**src/rtl/pd_rx_pkg.sv**
```systemverilog
package pd_rx_pkg;
  localparam int          HDR_BYTES    = 2;
  localparam logic [4:0]  GOODCRC_CODE = 5'd1;
  localparam logic [2:0]  OS_SOP       = 3'd0;

  // Acknowledgement-type check on a received header.
  function automatic logic is_goodcrc(input logic [15:0] h);
    return (h[15] == 1'b0) && (h[14:12] == 3'b000) && (h[4:0] == GOODCRC_CODE);
  endfunction

  // Reply header: ID and revision echoed; role bits only on plain SOP.
  function automatic logic [15:0] ack_header(input logic [15:0] rx,
                                             input logic pr,
                                             input logic dr,
                                             input logic [2:0] os);
    logic is_sop;
    is_sop = (os == OS_SOP);
    return {1'b0, 3'b000, rx[11:9], is_sop & pr, rx[7:6], is_sop & dr, GOODCRC_CODE};
  endfunction
endpackage

```
**src/rtl/pd_rx_store.sv**
```systemverilog
module pd_rx_store #(
  parameter int DEPTH = 30,
  localparam int IW = $clog2(DEPTH),
  localparam int CW = $clog2(DEPTH + 1)
) (
  input  logic          clk,
  input  logic          rst_n,
  input  logic          clear_i,
  input  logic          byte_vld_i,
  input  logic [7:0]    byte_i,
  input  logic [IW-1:0] rd_idx_i,
  output logic [7:0]    rd_byte_o,
  output logic [CW-1:0] count_o,
  output logic [15:0]   hdr_o
);
  localparam logic [CW-1:0] FULL = CW'(DEPTH);

  logic [7:0]    mem_q [DEPTH];
  logic [CW-1:0] cnt_q;
  logic          store_evt;
  logic          drop_evt;

  assign store_evt = byte_vld_i && !clear_i && (cnt_q < FULL);
  assign drop_evt  = byte_vld_i && !clear_i && (cnt_q == FULL);

  always_ff @(posedge clk or negedge rst_n) begin
    if (!rst_n) begin
      for (int i = 0; i < DEPTH; i++) mem_q[i] <= '0;
      cnt_q <= '0;
    end else if (clear_i) begin
      cnt_q <= '0;
    end else if (store_evt) begin
      mem_q[cnt_q[IW-1:0]] <= byte_i;
      cnt_q <= cnt_q + 1'b1;
    end
  end

  assign count_o   = cnt_q;
  assign hdr_o     = {mem_q[1], mem_q[0]};
  assign rd_byte_o = (int'(rd_idx_i) < DEPTH) ? mem_q[rd_idx_i] : 8'h00;


  cnt_bound_chk: assert property (@(posedge clk) disable iff (!rst_n) cnt_q <= FULL);

  full_drop_chk: assert property (@(posedge clk) disable iff (!rst_n) drop_evt |=> $stable(cnt_q));

  clear_chk: assert property (@(posedge clk) disable iff (!rst_n) clear_i |=> cnt_q == '0);
endmodule

```
**src/rtl/pd_rx_classify.sv**
```systemverilog
module pd_rx_classify
  import pd_rx_pkg::*;
#(
  parameter int DEPTH = 30,
  localparam int CW = $clog2(DEPTH + 1)
) (
  input  logic          clk,
  input  logic          rst_n,
  input  logic          sof_i,
  input  logic [2:0]    sof_type_i,
  input  logic          eom_i,
  input  logic          eom_err_i,
  input  logic          hrst_i,
  input  logic          pr_i,
  input  logic          dr_i,
  input  logic [CW-1:0] count_i,
  input  logic [15:0]   hdr_i,
  output logic          msg_rdy_o,
  output logic [15:0]   msg_hdr_o,
  output logic [2:0]    msg_type_o,
  output logic [CW-1:0] msg_len_o,
  output logic          gcrc_rx_o,
  output logic [2:0]    gcrc_id_o,
  output logic          ack_req_o,
  output logic [15:0]   ack_hdr_o,
  output logic [2:0]    ack_type_o,
  output logic          hrst_rx_o
);
  localparam logic [CW-1:0] HDR_C = CW'(HDR_BYTES);

  logic [2:0] os_q;
  logic       accept_evt;
  logic       ack_seen;
  logic       deliver_evt;
  logic       gcrc_evt;

  assign accept_evt  = eom_i && !eom_err_i && (count_i >= HDR_C);
  assign ack_seen    = is_goodcrc(hdr_i);
  assign deliver_evt = accept_evt && !ack_seen;
  assign gcrc_evt    = accept_evt && ack_seen;

  always_ff @(posedge clk or negedge rst_n) begin
    if (!rst_n) begin
      os_q       <= '0;
      msg_rdy_o  <= 1'b0;
      msg_hdr_o  <= '0;
      msg_type_o <= '0;
      msg_len_o  <= '0;
      gcrc_rx_o  <= 1'b0;
      gcrc_id_o  <= '0;
      ack_req_o  <= 1'b0;
      ack_hdr_o  <= '0;
      ack_type_o <= '0;
      hrst_rx_o  <= 1'b0;
    end else begin
      if (sof_i) os_q <= sof_type_i;
      msg_rdy_o <= deliver_evt;
      ack_req_o <= deliver_evt;
      gcrc_rx_o <= gcrc_evt;
      hrst_rx_o <= hrst_i;
      if (deliver_evt) begin
        msg_hdr_o  <= hdr_i;
        msg_type_o <= os_q;
        msg_len_o  <= count_i - HDR_C;
        ack_hdr_o  <= ack_header(hdr_i, pr_i, dr_i, os_q);
        ack_type_o <= os_q;
      end
      if (gcrc_evt) gcrc_id_o <= hdr_i[11:9];
    end
  end


  err_drop_chk: assert property (@(posedge clk) disable iff (!rst_n)
    (eom_i && eom_err_i) |=> (!msg_rdy_o && !gcrc_rx_o && !ack_req_o));

  runt_drop_chk: assert property (@(posedge clk) disable iff (!rst_n)
    (eom_i && count_i < HDR_C) |=> (!msg_rdy_o && !gcrc_rx_o));

  gcrc_noack_chk: assert property (@(posedge clk) disable iff (!rst_n)
    gcrc_rx_o |-> (!ack_req_o && !msg_rdy_o));

  ack_fmt_chk: assert property (@(posedge clk) disable iff (!rst_n)
    ack_req_o |-> (ack_hdr_o[15:12] == 4'h0 && ack_hdr_o[4:0] == 5'd1 &&
                   ack_hdr_o[11:9] == msg_hdr_o[11:9] && ack_hdr_o[7:6] == msg_hdr_o[7:6]));

  nonsop_role_chk: assert property (@(posedge clk) disable iff (!rst_n)
    (ack_req_o && ack_type_o != 3'd0) |-> (ack_hdr_o[8] == 1'b0 && ack_hdr_o[5] == 1'b0));

  ack_type_chk: assert property (@(posedge clk) disable iff (!rst_n)
    ack_req_o |-> ack_type_o == msg_type_o);

  hrst_pulse_chk: assert property (@(posedge clk) disable iff (!rst_n)
    hrst_i |=> hrst_rx_o);

  pulse_excl_chk: assert property (@(posedge clk) disable iff (!rst_n)
    $onehot0({msg_rdy_o, gcrc_rx_o}));
endmodule

```
**src/rtl/pd_rx_framer.sv**
```systemverilog
module pd_rx_framer #(
  parameter int DEPTH = 30,
  localparam int IW = $clog2(DEPTH),
  localparam int CW = $clog2(DEPTH + 1)
) (
  input  logic          clk,
  input  logic          rst_n,
  input  logic          sof_i,
  input  logic [2:0]    sof_type_i,
  input  logic          byte_vld_i,
  input  logic [7:0]    byte_i,
  input  logic          eom_i,
  input  logic          eom_err_i,
  input  logic          hrst_i,
  input  logic          local_pwr_role_i,
  input  logic          local_data_role_i,
  input  logic [IW-1:0] rd_idx_i,
  output logic [7:0]    rd_byte_o,
  output logic          msg_rdy_o,
  output logic [15:0]   msg_hdr_o,
  output logic [2:0]    msg_type_o,
  output logic [CW-1:0] msg_len_o,
  output logic          gcrc_rx_o,
  output logic [2:0]    gcrc_id_o,
  output logic          ack_req_o,
  output logic [15:0]   ack_hdr_o,
  output logic [2:0]    ack_type_o,
  output logic          hrst_rx_o
);
  logic          buf_clear;
  logic [CW-1:0] buf_count;
  logic [15:0]   buf_hdr;

  assign buf_clear = sof_i || hrst_i;

  pd_rx_store #(.DEPTH(DEPTH)) u_store (
    .clk        (clk),
    .rst_n      (rst_n),
    .clear_i    (buf_clear),
    .byte_vld_i (byte_vld_i),
    .byte_i     (byte_i),
    .rd_idx_i   (rd_idx_i),
    .rd_byte_o  (rd_byte_o),
    .count_o    (buf_count),
    .hdr_o      (buf_hdr)
  );

  pd_rx_classify #(.DEPTH(DEPTH)) u_classify (
    .clk        (clk),
    .rst_n      (rst_n),
    .sof_i      (sof_i),
    .sof_type_i (sof_type_i),
    .eom_i      (eom_i),
    .eom_err_i  (eom_err_i),
    .hrst_i     (hrst_i),
    .pr_i       (local_pwr_role_i),
    .dr_i       (local_data_role_i),
    .count_i    (buf_count),
    .hdr_i      (buf_hdr),
    .msg_rdy_o  (msg_rdy_o),
    .msg_hdr_o  (msg_hdr_o),
    .msg_type_o (msg_type_o),
    .msg_len_o  (msg_len_o),
    .gcrc_rx_o  (gcrc_rx_o),
    .gcrc_id_o  (gcrc_id_o),
    .ack_req_o  (ack_req_o),
    .ack_hdr_o  (ack_hdr_o),
    .ack_type_o (ack_type_o),
    .hrst_rx_o  (hrst_rx_o)
  );
endmodule

```
**config.mk**
```make
export PLATFORM = sky130hd
export DESIGN_NAME = pd_rx_framer
export DESIGN_NICKNAME = d
export VERILOG_FILES = /design/src/rtl/pd_rx_pkg.sv /design/src/rtl/pd_rx_store.sv /design/src/rtl/pd_rx_classify.sv /design/src/rtl/pd_rx_framer.sv
export SDC_FILE = /design/constraint.sdc
export NUM_CORES = 1
export LEC_CHECK = 0
export ABC_AREA = 1
export ABC_CLOCK_PERIOD_IN_PS = 2670
export CAP_MARGIN = 20
export CORE_UTILIZATION = 56
export DETAILED_ROUTE_END_ITERATION = 6
export GPL_ROUTABILITY_DRIVEN = 0
export PLACE_DENSITY = 0.87
export SLEW_MARGIN = 20
export SYNTH_ARGS = -nofsm -noshare
export SYNTH_HDL_FRONTEND = slang
export SYNTH_SLANG_ARGS = --single-unit
```
**constraint.sdc**
```tcl
create_clock -name clk -period 2.67 [get_ports clk]
set_input_delay 0.4005 -clock clk [delete_from_list [all_inputs] [get_ports clk]]
set_output_delay 0.4005 -clock clk [all_outputs]
set_load 0.03 [all_outputs]
```
==> results of run 1 <==
-- through the flow --
step | hold WS [ns] | utilization | setup WS [ns]
after CTS | 0.3619 | 0.6538 | 0.2363
final | 0.3471 | 0.6538 | 0.2143
after global placement | 0.3302 | 0.6148 | 0.3071
after detailed placement | 0.3314 | 0.6148 | 0.2159
after floorplan | 0.1049 | - | 0.6585
after global routing | 0.3783 | 0.6538 | 0.1148
-- worst max-delay path, cell delays in order --
cell	delay, ns
clkdlybuf4s50_1	0.56
nand2_1	0.26
nor2_1	0.17
o21ai_0	0.12
nand2_1	0.08
nand2_1	0.04
nand2_1	0.07
inv_1	0.04
nand2_1	0.15
buf_12	0.14
-- final cells by class --
class                   count  area, sq um  share of cell area
inverters                 197        740.7             0.04812
multi-input cells        1162         5161              0.3353
well taps                 319        399.1             0.02593
repair buffers            108         1151             0.07478
clock buffers              43        818.3             0.05316
clock inverters             8        90.09            0.005853
flip-flops and latches    281         7032              0.4568
-- flip-flops by register name, summed over array words and instances, names as in the netlist, 3 cells and up --
| name | flops |
|---|---|
| u_store.count_o | 5 |
| u_classify.msg_len_o | 5 |
| u_classify.msg_type_o | 3 |
| u_classify.gcrc_id_o | 3 |
| u_store.hdr_o | 16 |
| u_classify.os_q | 3 |
| u_store.mem_q | 224 |
| u_classify.ack_hdr_o | 3 |
| u_classify.msg_hdr_o | 16 |
-- routing by layer --
layer	vias to the layer above	track usage
met1	5536	0.3849
met2	653	0.4893
li1	5507	-
met4	0	0.1711
met3	155	0.04956
met5	-	0
-- cells in the mapped netlist (5+ instances only) --
cell type,number
a21oi_1,6
buf_1,13
buf_2,34
buf_4,18
clkbuf_1,57
dfrtp_1,281
ha_1,7
inv_1,193
nand2_1,634
nand3_1,156
nor2_1,34
nor2_4,5
o21ai_0,279
o21ai_1,6
or2_2,5
-- kinds of logic (layout without fill, tap and decap cells) --
family,count (synthesis),after routing
AND/OR/NAND/NOR,853,853
flip-flops,281,281
AO/OA/AOI/OAI,292,292
buffers and inverters,320,356
adder cells (fa/ha/maj),7,7
other,1,8
XOR/XNOR,2,2
-- final timing paths --
check                                        startpoint                        to
max in group asynchronous                         rst_n          u_store.mem_q[3]
worst max-delay path                        rd_idx_i[2]              rd_byte_o[4]
worst min register to register  u_classify.ack_hdr_o[0]   u_classify.ack_hdr_o[0]
worst max register to register       u_store.count_o[1]          u_store.mem_q[7]
min in group clk                                 hrst_i      u_classify.hrst_rx_o
worst min-delay path                              rst_n  u_classify.msg_type_o[0]
-- power breakdown --
part           switching [mW]  leakage, nW  internal (mW)
combinational           0.939         3.06          0.489
sequential              0.109         3.88           4.43
clock                    1.62        0.450           2.29
==> flow_summary.yaml, run 1 <==
die:
  core_area_sq_um: 23540
  fp-row-count: 56
  start_util: 0.5728
  fp.dieW_um: 157.2
  die-area_sq_um: 24710
  ios: 83
  die_h_um: 157.2
yosys:
  synth_edf_count: 0
  synth_top_area_frac: 0.5214
  synthArstFlopShare: 1.000
  yosysTopAreaCell: "dfrtp_1"
  avgSynthCellArea_sq_um: 7.680
  synthMuxAreaShare: 0
  syn-instance-count: 1756
  synth_compound_area_frac: 0.1086
  yosys_warnings: 0
  synthAdderAreaFrac: 0.006495
  yosys.area_share.simple: 0.2641
  synth_top_family_by_area: "simple AND/OR/NAND/NOR gates"
  synth_xor_area_frac: 0.001299
  ys_ff_latch: 281
  synth_area_leaders: "dfrtp_1 (52%), nand2_1 (18%), o21ai_0 (10%), nand3_1 (5.8%), inv_1 (5.4%)"
  seq_area_frac_synth: 0.5214
  synth-main-ff-cell: "dfrtp_1"
  synth_area_sq_um: 13490
  ys_types: 30
cells_and_area:
  drive_gt1_frac: 0.06226
  area_growth_pct: 14.14
  antennaDiodeCount: 0
  n_fill_cell: 1883
  stdcell_area_sq_um: 15390
  mostFrequentLayoutCell: "nand2_1"
  fin_cells: 2118
  layout_common_cells: "nand2_1 (634), dfrtp_1 (281), o21ai_0 (279)"
  final_nets: 1810
worst_setup_path:
  critical_path_class: "primary input to primary output"
  rr_worst_depth: 6
  critPathMaxFanout: 10
  timing.reg2reg.setup_slack_ns: 0.55
  worst_setup_path_start_kind: "primary input"
  endpoint_kind: "primary output"
  required_ns: 2.27
  worst_ep_arrival_time_ns: 2.06
detailed_routing:
  drt_iter0_markers: 1438
  drt_pass1_iterations: 6
  topRoutingLayerUsed: "met4"
  wl_per_cell_um: 16.95
  postRouteAntennaNets: 0
  vias: 11850
  post-route-drc-count: 0
  wirelength_um: 35890
  routed-wl-met2_um: 16790
  wl_met1_um: 13900
  dr_wl_met3_um: 3176
  avgViaCountPerCell: 5.595
clock_network:
  cts_max_path_buffers: 3
  cts_resized: 0
  cts_sinks: 281
  tritoncts: "yes"
  insertion_delay_ns: 0.54
  cts-htree-levels: 1
  cts_buffers: 28
  hold_buffers: 1
  post-cts-setup-buffer-count: 0
  cts.clk_slew.worst_paths_ns: 0.06
  cts-root-buf: "clkbuf_16"
sta:
  max_freq_ghz: 0.4072
  post-route-min-period_ns: 2.456
  slew_headroom: 0.6143
  setup_tns_ns: 0
  finalSetupViolations: 0
  finalCritPeriodShare: 0.9197
  final_max_slew_viol_count: 0
  worst_pin_slew_ns: 0.5785
  clock_skew_ns: 0.009636
  grt_setup_unrepaired: "no"
  finalHoldViolations: 0
power_and_ir_drop:
  power.leakage_nw: 7.387
  power_mw: 9.875
  p_per_area_nw_per_um2: 641.6
  ir_drop_mv: 0.5454
global_route:
  gr-total-overflow: 0
  antenna_found_initial: 0
  grt_start_max_net_pins: 76
  first_global_vias: 11590
  grt_util_all_layers: 0.3016
  grt_pass1_wl_um: 58510
place:
  portBuffers: 74
  dp.cells: 2066
  post-dp-hpwl_um: 22520
  dpl_cell_area_sq_um: 14470
status:
  status: "finished, final reports clean"
flow_run:
  max-cap-violations: 0
hold_path:
  hp-class: "primary input to asynchronous set/reset pin"
(Power assumes the default switching activity.)
==> inputs of run 2 (changes only) <==
--- a/config.mk
+++ b/config.mk
@@ -8,10 +8,13 @@
 export ABC_AREA = 1
 export ABC_CLOCK_PERIOD_IN_PS = 2670
 export CAP_MARGIN = 20
-export CORE_UTILIZATION = 56
+export CELL_PAD_IN_SITES_DETAIL_PLACEMENT = 0
+export CELL_PAD_IN_SITES_GLOBAL_PLACEMENT = 1
+export CORE_MARGIN = 4
+export CORE_UTILIZATION = 48
 export DETAILED_ROUTE_END_ITERATION = 6
 export GPL_ROUTABILITY_DRIVEN = 0
-export PLACE_DENSITY = 0.87
+export PLACE_DENSITY = 0.95
 export SLEW_MARGIN = 20
 export SYNTH_ARGS = -nofsm -noshare
 export SYNTH_HDL_FRONTEND = slang
==> flow_summary.yaml, run 2 (synthesis results as in run 1) <==
die:
  die_h_um: 175.6
  ios: 83
  fp-row-count: 61
  fp.dieW_um: 175.6
  start_util: 0.4854
  core_area_sq_um: 27780
  die-area_sq_um: 30840
cells_and_area:
  multi_input_area_sq_um: 5161
  layout_common_cells: "nand2_1 (634), dfrtp_1 (281), o21ai_0 (279)"
  drive_gt1_frac: 0.07802
  fin_cells: 2198
  post-route-util: 0.5662
  antennaDiodeCount: 0
  stdcell_area_sq_um: 15730
  mostFrequentLayoutCell: "nand2_1"
  area_growth_pct: 16.65
  final_nets: 1830
  largest_reg_flops: 224
  n_fill_cell: 2600
  regArea_sq_um: 7032
  top_register: "u_store.mem_q"
worst_setup_path:
  slowest_stage: "clkdlybuf4s50_1"
  slowest_delay_ns: 0.54
  endpoint_kind: "primary output"
  path_buf_inv: 4
  path_cells: "clkdlybuf4s50_1, nor2_1, buf_4, nand2_1, a21oi_1, nand2_1, nand2_1, inv_1, nand2_1, buf_4"
  critPathMaxFanout: 8
  cp.depth: 10
  startpoint: "rd_idx_i[3]"
  rr_worst_depth: 6
  worst_ep_arrival_time_ns: 2.00
  critical_path.top_delay_family: "buffers and inverters"
  r2r-start: "u_store.count_o[1]"
  crit_end: "rd_byte_o[4]"
  required_ns: 2.27
  timing.reg2reg.setup_slack_ns: 0.58
  worst_setup_path_start_kind: "primary input"
  r2r_end: "u_store.mem_q[63]"
  critical_path_class: "primary input to primary output"
  cpMostUsedCell: "nand2_1"
place:
  post-dp-hpwl_um: 23570
  portBuffers: 74
  dp.cells: 2143
  dpl_cell_area_sq_um: 14620
  pre_cts_ws_ns: 0.2423
clock_network:
  post-cts-setup-buffer-count: 0
  tritoncts: "yes"
  cts-htree-levels: 1
  cts-root-buf: "clkbuf_16"
  cts_max_path_buffers: 3
  cts.clk_slew.worst_paths_ns: 0.06
  hold_buffers: 1
  cts_buffers: 30
  cts_sinks: 281
  cts_resized: 0
  insertion_delay_ns: 0.55
sta:
  whs_ns: 0.4043
  worst_pin_slew_ns: 0.5819
  finalHoldViolations: 0
  finalSetupViolations: 0
  timing.final.ws_setup_ns: 0.2738
  final_max_slew_viol_count: 0
  finalCritPeriodShare: 0.8974
  post-route-min-period_ns: 2.396
  setup_tns_ns: 0
  clock_skew_ns: 0.008776
  slew_headroom: 0.6121
  grt_setup_unrepaired: "no"
  max_freq_ghz: 0.4173
power_and_ir_drop:
  power.leakage_nw: 7.543
  ir_drop_mv: 0.4177
  power_mw: 10.48
  p_per_area_nw_per_um2: 666.0
detailed_routing:
  avgViaCountPerCell: 5.281
  wirelength_um: 36730
  vias: 11610
  postRouteAntennaNets: 0
  drt_pass1_iterations: 5
  drt_iter0_markers: 1175
  wl_per_cell_um: 16.71
  post-route-drc-count: 0
global_route:
  grt_util_all_layers: 0.2420
  antenna_found_initial: 0
  gr-total-overflow: 0
  grt_start_max_net_pins: 76
  first_global_vias: 11210
  grt_pass1_wl_um: 60540
flow_run:
  max-cap-violations: 0
status:
  status: "finished, final reports clean"
hold_path:
  hp-class: "primary input to asynchronous set/reset pin"
[run 2: changes by cell type in the layout (fill, tap and decap cells not counted), moves of 2 or more]
cell	delta
buf_12	-5
clkbuf_16	+2
bufinv_16	+3
clkbuf_8	+5
clkbuf_1	-9
buf_4	+23
[run 2: layer usage]
| layer | vias up | global-route usage | part of all wire |
|---|---|---|---|
| li1 | 5560 | - | - |
| met2 | 473 | 0.3733 | 0.44 |
| met4 | 0 | 0.1111 | 0.050 |
| met3 | 107 | 0.03594 | 0.071 |
| met1 | 5468 | 0.3409 | 0.44 |
| met5 | - | 0 | 0 |
[run 2: how the worst min path moves through the flow]
stage                start                      end  slack, ns  depth (start not counted)
floorplan            rst_n  u_classify.ack_hdr_o[0]       0.10                          0
global placement     rst_n       u_classify.os_q[2]       0.40                          1
detailed placement   rst_n       u_classify.os_q[2]       0.40                          1
CTS                 hrst_i     u_classify.hrst_rx_o       0.40                          1
global route        hrst_i     u_classify.hrst_rx_o       0.43                          1
finish               rst_n       u_classify.os_q[2]       0.40                          2
[run 2: layout make-up]
type | instances | area share
Clock inverter | 13 | 0.01249
Clock buffer | 41 | 0.05743
Multi-Input combinational cell | 1162 | 0.3281
Tap cell | 378 | 0.03007
Timing Repair Buffer | 126 | 0.07779
Sequential cell | 281 | 0.4470
Inverter | 197 | 0.04709
[run 2: report_power, final]
part	switching [mW]	total (mW)	internal, mW
Sequential	0.107	4.54	4.43
Clock	1.70	4.54	2.84
Combinational	0.927	1.40	0.474
==> inputs of run 3 (changes only) <==
--- a/config.mk
+++ b/config.mk
@@ -5,13 +5,11 @@
 export SDC_FILE = /design/constraint.sdc
 export NUM_CORES = 1
 export LEC_CHECK = 0
-export ABC_AREA = 1
 export ABC_CLOCK_PERIOD_IN_PS = 2670
-export CAP_MARGIN = 20
 export CELL_PAD_IN_SITES_DETAIL_PLACEMENT = 0
 export CELL_PAD_IN_SITES_GLOBAL_PLACEMENT = 1
 export CORE_MARGIN = 4
-export CORE_UTILIZATION = 48
+export CORE_UTILIZATION = 54
 export DETAILED_ROUTE_END_ITERATION = 6
 export GPL_ROUTABILITY_DRIVEN = 0
 export PLACE_DENSITY = 0.95
==> flow_summary.yaml, run 3 <==
cells_and_area:
  antennaDiodeCount: 0
  drive_gt1_frac: 0.2135
  area_growth_pct: 19.79
  mostFrequentLayoutCell: "dfrtp_1"
  layout_common_cells: "dfrtp_1 (281), mux2_1 (264), mux4_2 (63)"
  top_register: "u_store.mem_q"
  final_nets: 990
  largest_reg_flops: 224
detailed_routing:
  dr_wl_met3_um: 2097
  post-route-drc-count: 0
  topRoutingLayerUsed: "met4"
  drt_pass1_iterations: 7
  drt_iter0_markers: 531
  wl_met1_um: 12350
  routed-wl-met2_um: 14100
  vias: 7752
  wirelength_um: 29350
  postRouteAntennaNets: 0
  wl_per_cell_um: 22.61
  avgViaCountPerCell: 5.972
yosys:
  syn-instance-count: 853
  ys_ff_latch: 281
  yosysMostFrequentCell: "dfrtp_1"
  synthTopCellsByCount: "dfrtp_1 (281), mux2_1 (264), mux4_2 (63)"
  synth_top_area_frac: 0.5452
  synth-main-ff-cell: "dfrtp_1"
  synthArstFlopShare: 1.000
  yosys_warnings: 0
  synth_area_leaders: "dfrtp_1 (55%), mux2_1 (23%), mux4_2 (11%), mux2i_1 (1.7%), buf_4 (1.2%)"
  avgSynthCellArea_sq_um: 15.12
  yosysTopAreaCell: "dfrtp_1"
  synth_edf_count: 0
  synth_area_sq_um: 12900
  ys_types: 45
  seq_area_frac_synth: 0.5452
global_route:
  antenna_found_initial: 0
  grt_start_max_net_pins: 79
  first_global_vias: 8224
  grt_pass1_wl_um: 46820
  grt_util_all_layers: 0.2276
  gr-total-overflow: 0
power_and_ir_drop:
  pwr-share-clk: 0.427
  power.leakage_nw: 7.733
  p_sw_mw: 2.459
  power_mw: 10.07
  swShare: 0.2443
  p_per_area_nw_per_um2: 651.6
  intPower_mw: 7.609
  combinationalPowerShare: 0.119
  seqPwrFrac: 0.454
  ir_drop_mv: 0.5902
worst_setup_path:
  required_ns: 2.27
  critPathMaxFanout: 2
  critical_path_class: "flop to primary output"
  worst_ep_arrival_time_ns: 2.42
  endpoint_kind: "primary output"
  worst_setup_path_start_kind: "flop"
sta:
  post-route-min-period_ns: 2.820
  finalHoldViolations: 0
  finalSetupViolations: 5
  finalCritPeriodShare: 1.056
  final_max_slew_viol_count: 0
  clock_skew_ns: 0.008855
  grt_setup_unrepaired: "yes"
  slew_headroom: 0.5673
  timing.final.ws_setup_ns: -0.1499
  max_freq_ghz: 0.3546
  setup_tns_ns: -0.3793
  worst_pin_slew_ns: 0.6441
place:
  post-dp-hpwl_um: 19700
  portBuffers: 74
die:
  fp-row-count: 56
  fp.dieW_um: 162.6
  core_area_sq_um: 23470
  die-area_sq_um: 26420
  start_util: 0.5495
  ios: 83
  die_h_um: 162.6
clock_network:
  cts-root-buf: "clkbuf_16"
  cts.clk_slew.worst_paths_ns: 0.06
  insertion_delay_ns: 0.54
  tritoncts: "yes"
  cts_sinks: 281
  cts_buffers: 29
  cts_max_path_buffers: 3
  cts-htree-levels: 1
flow_run:
  max-cap-violations: 0
hold_path:
  hp-class: "primary input to flop"
status:
  violations: "negative setup slack"
  status: "finished, violations left"
-- run 3: cell count changes after synthesis, moves of 21 or more --
cell and change:
buf_2 -21, clkbuf_1 -22, inv_1 -185, mux2_1 +264
mux2i_1 +22, mux4_2 +63, nand2_1 -594, nand3_1 -154
o21ai_0 -278
-- run 3: cells by family after synthesis --
group / count (synthesis) / share of synthesized area
mux: 356 / 0.3637
flops: 281 / 0.5452
simple gates: 95 / 0.03492
buf+inv: 84 / 0.03153
compound gates: 26 / 0.01562
fa+ha+maj: 7 / 0.006790
xor+xnor: 3 / 0.002037
other cells: 1 / 0.0002907
-- run 3: per-layer routing --
layer,GRT usage,vias up
met3,0.04809,51
li1,-,3323
met1,0.3177,4123
met5,0,-
met2,0.3702,255
met4,0.06024,0
-- run 3: path summary, 6_finish.rpt --
check / from / end / slack [ns] / cells past startpoint
min in group asynchronous: rst_n / u_classify.msg_hdr_o[7] / 0.44 / 2
min: hrst_i / u_classify.hrst_rx_o / 0.40 / 1
max in group asynchronous: rst_n / u_store.mem_q[72] / 1.37 / 3
max: u_store.mem_q[40] / rd_byte_o[0] / -0.15 / 4
max reg2reg: u_store.count_o[4] / u_store.mem_q[83] / 0.41 / 4
min reg2reg: u_classify.ack_hdr_o[0] / u_classify.ack_hdr_o[0] / 0.47 / 1
-- run 3: what timing repair did --
action,CTS,global route
setup endpoints to repair,8,7
gates resized for setup,15,4
buffers inserted,3,0
pin swaps,5,1
endpoints found under the hold margin,71,0
hold buffers,1,0
-- run 3: worst max-delay path, stage by stage, from the launching register on --
cell	delay, ns
dfrtp_1	0.39
mux4_2	0.48
mux4_2	0.50
a211o_1	0.35
buf_12	0.17
-- run 3: stage by stage --
stage / hold WS [ns] / area (sq um) / cells / util / setup WS, ns
floorplan: 0.1049 / 12920 / 860 / - / 0.2636
global placement: 0.4233 / 14330 / 1242 / 0.6103 / -0.09620
detailed placement: 0.4252 / 14330 / 1242 / 0.6103 / -0.06910
CTS: 0.3735 / 15440 / 1298 / 0.6577 / -0.1530
global route: 0.4098 / 15450 / 1298 / 0.6583 / -0.2104
finish: 0.3992 / 15450 / 1298 / 0.6583 / -0.1499
-- run 3: area by class of cell --
class	count	area, sq um
Clock buffer	41	800.8
Clock inverter	11	209.0
Fill cell	1629	8021
Inverter	12	45.04
Multi-Input combinational cell	495	5555
Sequential cell	281	7032
Tap cell	319	399.1
Timing Repair Buffer	139	1410
-- run 3: power groups by stage --
stage | logic, mW | clock network (mW) | registers (mW)
final | 1.20 | 4.30 | 4.57
after detailed placement | 1.18 | 0 | 4.65
after global routing | 1.28 | 4.54 | 4.60
after CTS | 1.21 | 4.36 | 4.57
after global placement | 1.16 | 0 | 4.64
after floorplan | 0.463 | 0 | 4.81
